`src/rtl/serlink_pll_seq.sv`:
```
module serlink_pll_seq #(
  parameter int TIMEOUT_CYC = 50_000_000,
  parameter int SETTLE_CYC  = 4
) (
  input  logic       clk,
  input  logic       rst_n,
  input  logic       start_i,
  input  logic       stop_i,
  input  logic [1:0] pairs_i,
  input  logic       lock_busy_i,
  input  logic       pll_locked_i,
  input  logic       link_rst_done_i,
  output logic [4:0] cfg_pdiv_o,
  output logic [1:0] cfg_pairsel_o,
  output logic [1:0] cfg_bwsel_o,
  output logic [3:0] cfg_freqsel_o,
  output logic [5:0] cfg_regn_o,
  output logic [9:0] cfg_regm_o,
  output logic       pll_rel_o,
  output logic       pll_go_o,
  output logic       pclk_en_o,
  output logic       panel_en_o,
  output logic       busy_o,
  output logic       done_o,
  output logic       timeout_o
);
  localparam int TW = $clog2(TIMEOUT_CYC + 1);

  typedef enum logic [3:0] {
    IDLE, REL, SETTLE, REQ, LOCK, LINK, FREL, FPCLK, SPCLK, SREL
  } st_t;

  st_t           st;
  logic [TW-1:0] cnt;
  logic          cfg_set;
  logic [1:0]    pairsel;

  wire expired = (cnt == TW'(TIMEOUT_CYC - 1));
  wire settled = (cnt == TW'(SETTLE_CYC - 1));

  assign busy_o        = (st != IDLE);
  assign cfg_pairsel_o = pairsel;
  assign cfg_pdiv_o    = cfg_set ? 5'h0F  : 5'h00;
  assign cfg_bwsel_o   = cfg_set ? 2'd2   : 2'd0;
  assign cfg_freqsel_o = cfg_set ? 4'd7   : 4'd0;
  assign cfg_regn_o    = cfg_set ? 6'h0B  : 6'h00;
  assign cfg_regm_o    = cfg_set ? 10'hB4 : 10'h000;

  always_ff @(posedge clk) begin
    if (!rst_n) begin
      st         <= IDLE;
      cnt        <= '0;
      cfg_set    <= 1'b0;
      pairsel    <= 2'd0;
      pll_rel_o  <= 1'b0;
      pll_go_o   <= 1'b0;
      pclk_en_o  <= 1'b0;
      panel_en_o <= 1'b0;
      done_o     <= 1'b0;
      timeout_o  <= 1'b0;
    end else begin
      case (st)
        IDLE: begin
          if (start_i && pairs_i != 2'd0) begin
            cfg_set   <= 1'b1;
            pairsel   <= pairs_i - 2'd1;
            pclk_en_o <= 1'b1;
            done_o    <= 1'b0;
            timeout_o <= 1'b0;
            st        <= REL;
          end else if (stop_i) begin
            panel_en_o <= 1'b0;
            done_o     <= 1'b0;
            timeout_o  <= 1'b0;
            st         <= SPCLK;
          end
        end
        REL: begin
          pll_rel_o <= 1'b1;
          cnt       <= '0;
          st        <= SETTLE;
        end
        SETTLE: begin
          if (settled) begin
            pll_go_o <= 1'b1;
            cnt      <= '0;
            st       <= REQ;
          end else cnt <= cnt + 1'b1;
        end
        REQ: begin
          if (!lock_busy_i) begin
            pll_go_o <= 1'b0;
            cnt      <= '0;
            st       <= LOCK;
          end else if (expired) st <= FREL;
          else cnt <= cnt + 1'b1;
        end
        LOCK: begin
          if (pll_locked_i) begin
            panel_en_o <= 1'b1;
            cnt        <= '0;
            st         <= LINK;
          end else if (expired) st <= FREL;
          else cnt <= cnt + 1'b1;
        end
        LINK: begin
          if (link_rst_done_i) begin
            done_o <= 1'b1;
            st     <= IDLE;
          end else if (expired) begin
            panel_en_o <= 1'b0;
            st         <= FREL;
          end else cnt <= cnt + 1'b1;
        end
        FREL: begin
          pll_rel_o <= 1'b0;
          pll_go_o  <= 1'b0;
          st        <= FPCLK;
        end
        FPCLK: begin
          pclk_en_o <= 1'b0;
          timeout_o <= 1'b1;
          st        <= IDLE;
        end
        SPCLK: begin
          pclk_en_o <= 1'b0;
          st        <= SREL;
        end
        SREL: begin
          pll_rel_o <= 1'b0;
          pll_go_o  <= 1'b0;
          st        <= IDLE;
        end
        default: st <= IDLE;
      endcase
    end
  end
endmodule

```
`config.mk`:
```
export PLATFORM = sky130hd
export DESIGN_NAME = serlink_pll_seq
export DESIGN_NICKNAME = d
export VERILOG_FILES = /design/src/rtl/serlink_pll_seq.sv
export SDC_FILE = /design/constraint.sdc
export NUM_CORES = 1
export LEC_CHECK = 0
export BUFFER_PORTS_ARGS = -buffer_cell sky130_fd_sc_hd__buf_2
export CAP_MARGIN = 20
export CORE_ASPECT_RATIO = 1.75
export CORE_MARGIN = 1.5
export CORE_UTILIZATION = 45
export CTS_CLUSTER_DIAMETER = 100
export CTS_CLUSTER_SIZE = 16
export DETAILED_ROUTE_END_ITERATION = 16
export PLACE_DENSITY = 0.76
export SLEW_MARGIN = 5
export SYNTH_ARGS = -nofsm -noshare
export SYNTH_HDL_FRONTEND = slang
export SYNTH_SLANG_ARGS = --single-unit
```
`constraint.sdc`:
```
create_clock -name clk -period 2.2 [get_ports clk]
set_input_delay 0.22 -clock clk [delete_from_list [all_inputs] [get_ports clk]]
set_output_delay 0.22 -clock clk [all_outputs]
set_load 0.02 [all_outputs]
```
==> flow_summary.ini <==
[die]
start_util = 0.464
rows = 36
die-area_um2 = 6190
dieWidth_um = 60.1
core_um2 = 5540
die_h_um = 103
num_io_pins = 45

[placed_design]
placed_cell_area_um2 = 3050
placed_cells = 479
place.port_buffers = 32
dp_hpwl_mm = 6.35
post-place-ws_ns = -0.0302
gp_congestion = 1.00

[clocking]
htreeDepth = 2
insertion_delay_ns = 0.30
clk_pin_slew_ns = 0.09
cts_tree = built
numClockSinks = 39
ctsLongestPathBuffers = 2
hold_buffers = 0
cts_buffers = 5
cts_root_buf = clkbuf_8

[global_routing]
grt_pass1_wl_mm = 13.0
overflow = 0
antenna_found_initial = 0
grt_max_degree = 17
grt_pass1_vias = 2861
track_usage = 0.279

[route]
num_vias = 2954
drc = 0
wire_per_inst_um = 16.8
drt_first_iter_violations = 215
dr.pass1.iters = 4
drtAntennaViolNets = 0
vias_per_cell = 6.05
routed_wl_mm = 8.20

[critical_path]
endpoint = cnt[24]
setup.worst_path.start_class = register
required_ns = 2.39
critPathKind = reg2reg
r2r.worst_path.cells = 7
crit_start = cnt[18]
r2r-end = cnt[24]
critical_path.endpoint_type = register
cp_max_fo = 5
r2r_slack_ns = -0.06
timing.rr.start = cnt[18]
worstPathArrival_ns = 2.45

[timing]
drv_slew = 0
finalSetupViolCount = 6
worst_slack_ns = -0.0585
rsz0062_at_grt = true
hold_viol = 0
finalCritPeriodShare = 1.03
fmax_mhz = 443
timing.final.crit_period_ns = 2.26
tns_ns = -0.152
fin_skew_ns = 0.0134

[final_layout]
fin_area_um2 = 3280
n_antenna_cell = 0
fin_nets = 422
fin_util = 0.593
syn_to_final_growth_pct = 27.8
n_fill_cell = 502
ff_latch_area_um2 = 785
multi_input_area_um2 = 1640
fin_cells = 488
drive_above_1_share = 0.320

[outcome]
violations = negative setup slack
outcome = finished, violations left

[synth]
synthCells = 345
syn_area_per_cell_um2 = 7.45
synth-seq-cells = 39
synthesis.area_um2 = 2570
ys.flop_type = dfxtp_1
synthArstFlopShare = 0
yosysWarningCount = 0
yosysSeqAreaShare = 0.304
synth_cell_types = 57
synth_edf_count = 0

[power_and_ir_drop]
power_per_cell_area_nw_per_um2 = 918
irDropWorstVdd_mv = 0.372
p_leak_nw = 1.36

[flow_run]
drv_cap = 0

[worst_hold_path]
min_path_cells = 2
hp-class = in2reg
## routing by layer
metal / global-route usage / share of wire
met1: 0.257 / 0.34
met2: 0.515 / 0.54
met3: 0.0427 / 0.044
met4: 0.217 / 0.079
met5: 0 / 0
## flip-flops by register name, indices dropped and copies added, names as in the netlist
signal         flops
cfg_pairsel_o      2
cfg_set            1
cnt               26
done_o             1
panel_en_o         1
pclk_en_o          1
pll_go_o           1
pll_rel_o          1
st                 4
timeout_o          1
## timing repair
item                                    in CTS  in global routing
endpoints found under the setup margin      10                 27
buffers inserted                             0                  1
pin swaps                                    4                  8
resized for setup                            5                 23
## layout make-up
type	count	area share
clock inverter	3	0.0133
timing repair buffer	90	0.185
inverter	13	0.0149
tap	76	0.0290
multi-input combinational	262	0.498
sequential	39	0.239
clock buffer	5	0.0210
## Yosys cell counts, types with 3 or more instances
cell | number | area [um^2]
nand4_1 | 9 | 56.3
nand2b_1 | 6 | 37.5
o31ai_1 | 3 | 22.5
nand2_1 | 25 | 93.8
or3_1 | 4 | 25.0
a211oi_1 | 8 | 60.1
nor4_1 | 8 | 50.1
clkbuf_1 | 12 | 45.0
o21ai_0 | 24 | 120
o22ai_1 | 4 | 25.0
inv_1 | 12 | 45.0
dfxtp_1 | 39 | 781
nor3_1 | 10 | 50.1
nand3_1 | 20 | 100
a21oi_1 | 33 | 165
a31oi_1 | 10 | 62.6
nor2_1 | 30 | 113
and3_1 | 10 | 62.6
buf_4 | 27 | 203
## critical path, stage by stage, from the launching register on
cell and delay [ns]:
dfxtp_1 0.33, or4_4 0.57, or2_4 0.28, o41a_1 0.36
o21a_2 0.26, buf_6 0.14, a32oi_1 0.14, nand2_1 0.07
## power by group
| group | total (mW) | switching, mW | internal, mW |
|---|---|---|---|
| logic | 1.52 | 0.958 | 0.561 |
| registers | 0.881 | 0.110 | 0.771 |
| clock network | 0.615 | 0.277 | 0.338 |
| total | 3.02 | 1.35 | 1.67 |
## how the worst min path moves through the flow
stage,slack [ns],startpoint,to
2_1_floorplan,0.32,pairs_i[0],cfg_pairsel_o[0]
3_3_place_gp,0.42,pairs_i[0],cfg_pairsel_o[0]
3_5_place_dp,0.43,pairs_i[0],cfg_pairsel_o[0]
4_1_cts,0.11,pairs_i[0],cfg_pairsel_o[0]
5_1_grt,0.11,pairs_i[0],cfg_pairsel_o[0]
6_report,0.11,pairs_i[0],cfg_pairsel_o[0]
## logic make-up (layout without fill, tap and decap cells)
kind of cell / after synthesis / after routing / synth area share
flip-flops: 39 / 39 / 0.304
multiplexers: 2 / 2 / 0.00828
adder cells (fa/ha/maj): 2 / 2 / 0.00974
AND/OR/NAND/NOR: 137 / 137 / 0.276
XOR/XNOR: 2 / 2 / 0.00682
other: 1 / 12 / 0.00146
buffers and inverters: 55 / 111 / 0.120
AO/OA/AOI/OAI: 107 / 107 / 0.274
## cells in the final DEF (no fill, tap or decap), drive strengths merged, types with 3 or more instances in the layout
| master | count |
|---|---|
| clkinv | 3 |
| and2 | 3 |
| nand2b | 6 |
| nor2 | 30 |
| a211oi | 8 |
| o31ai | 3 |
| nand3 | 20 |
| a21oi | 34 |
| nor3 | 10 |
| nand2 | 25 |
| clkbuf | 5 |
| buf | 90 |
| nand4 | 9 |
| inv | 12 |
| and4 | 3 |
| o21ai | 25 |
| or3 | 4 |
| nor4 | 8 |
| a31oi | 10 |
| and3 | 10 |
| dfxtp | 39 |
| conb | 12 |
| or4 | 3 |
| o22ai | 4 |
## stage by stage
step / power, mW / hold WS (ns)
6_report: 3.02 / 0.106
3_3_place_gp: 2.29 / 0.417
5_1_grt: 3.19 / 0.106
2_1_floorplan: 1.92 / 0.316
4_1_cts: 2.93 / 0.111
3_5_place_dp: 2.32 / 0.431
Power figures use the tool's default switching activity.
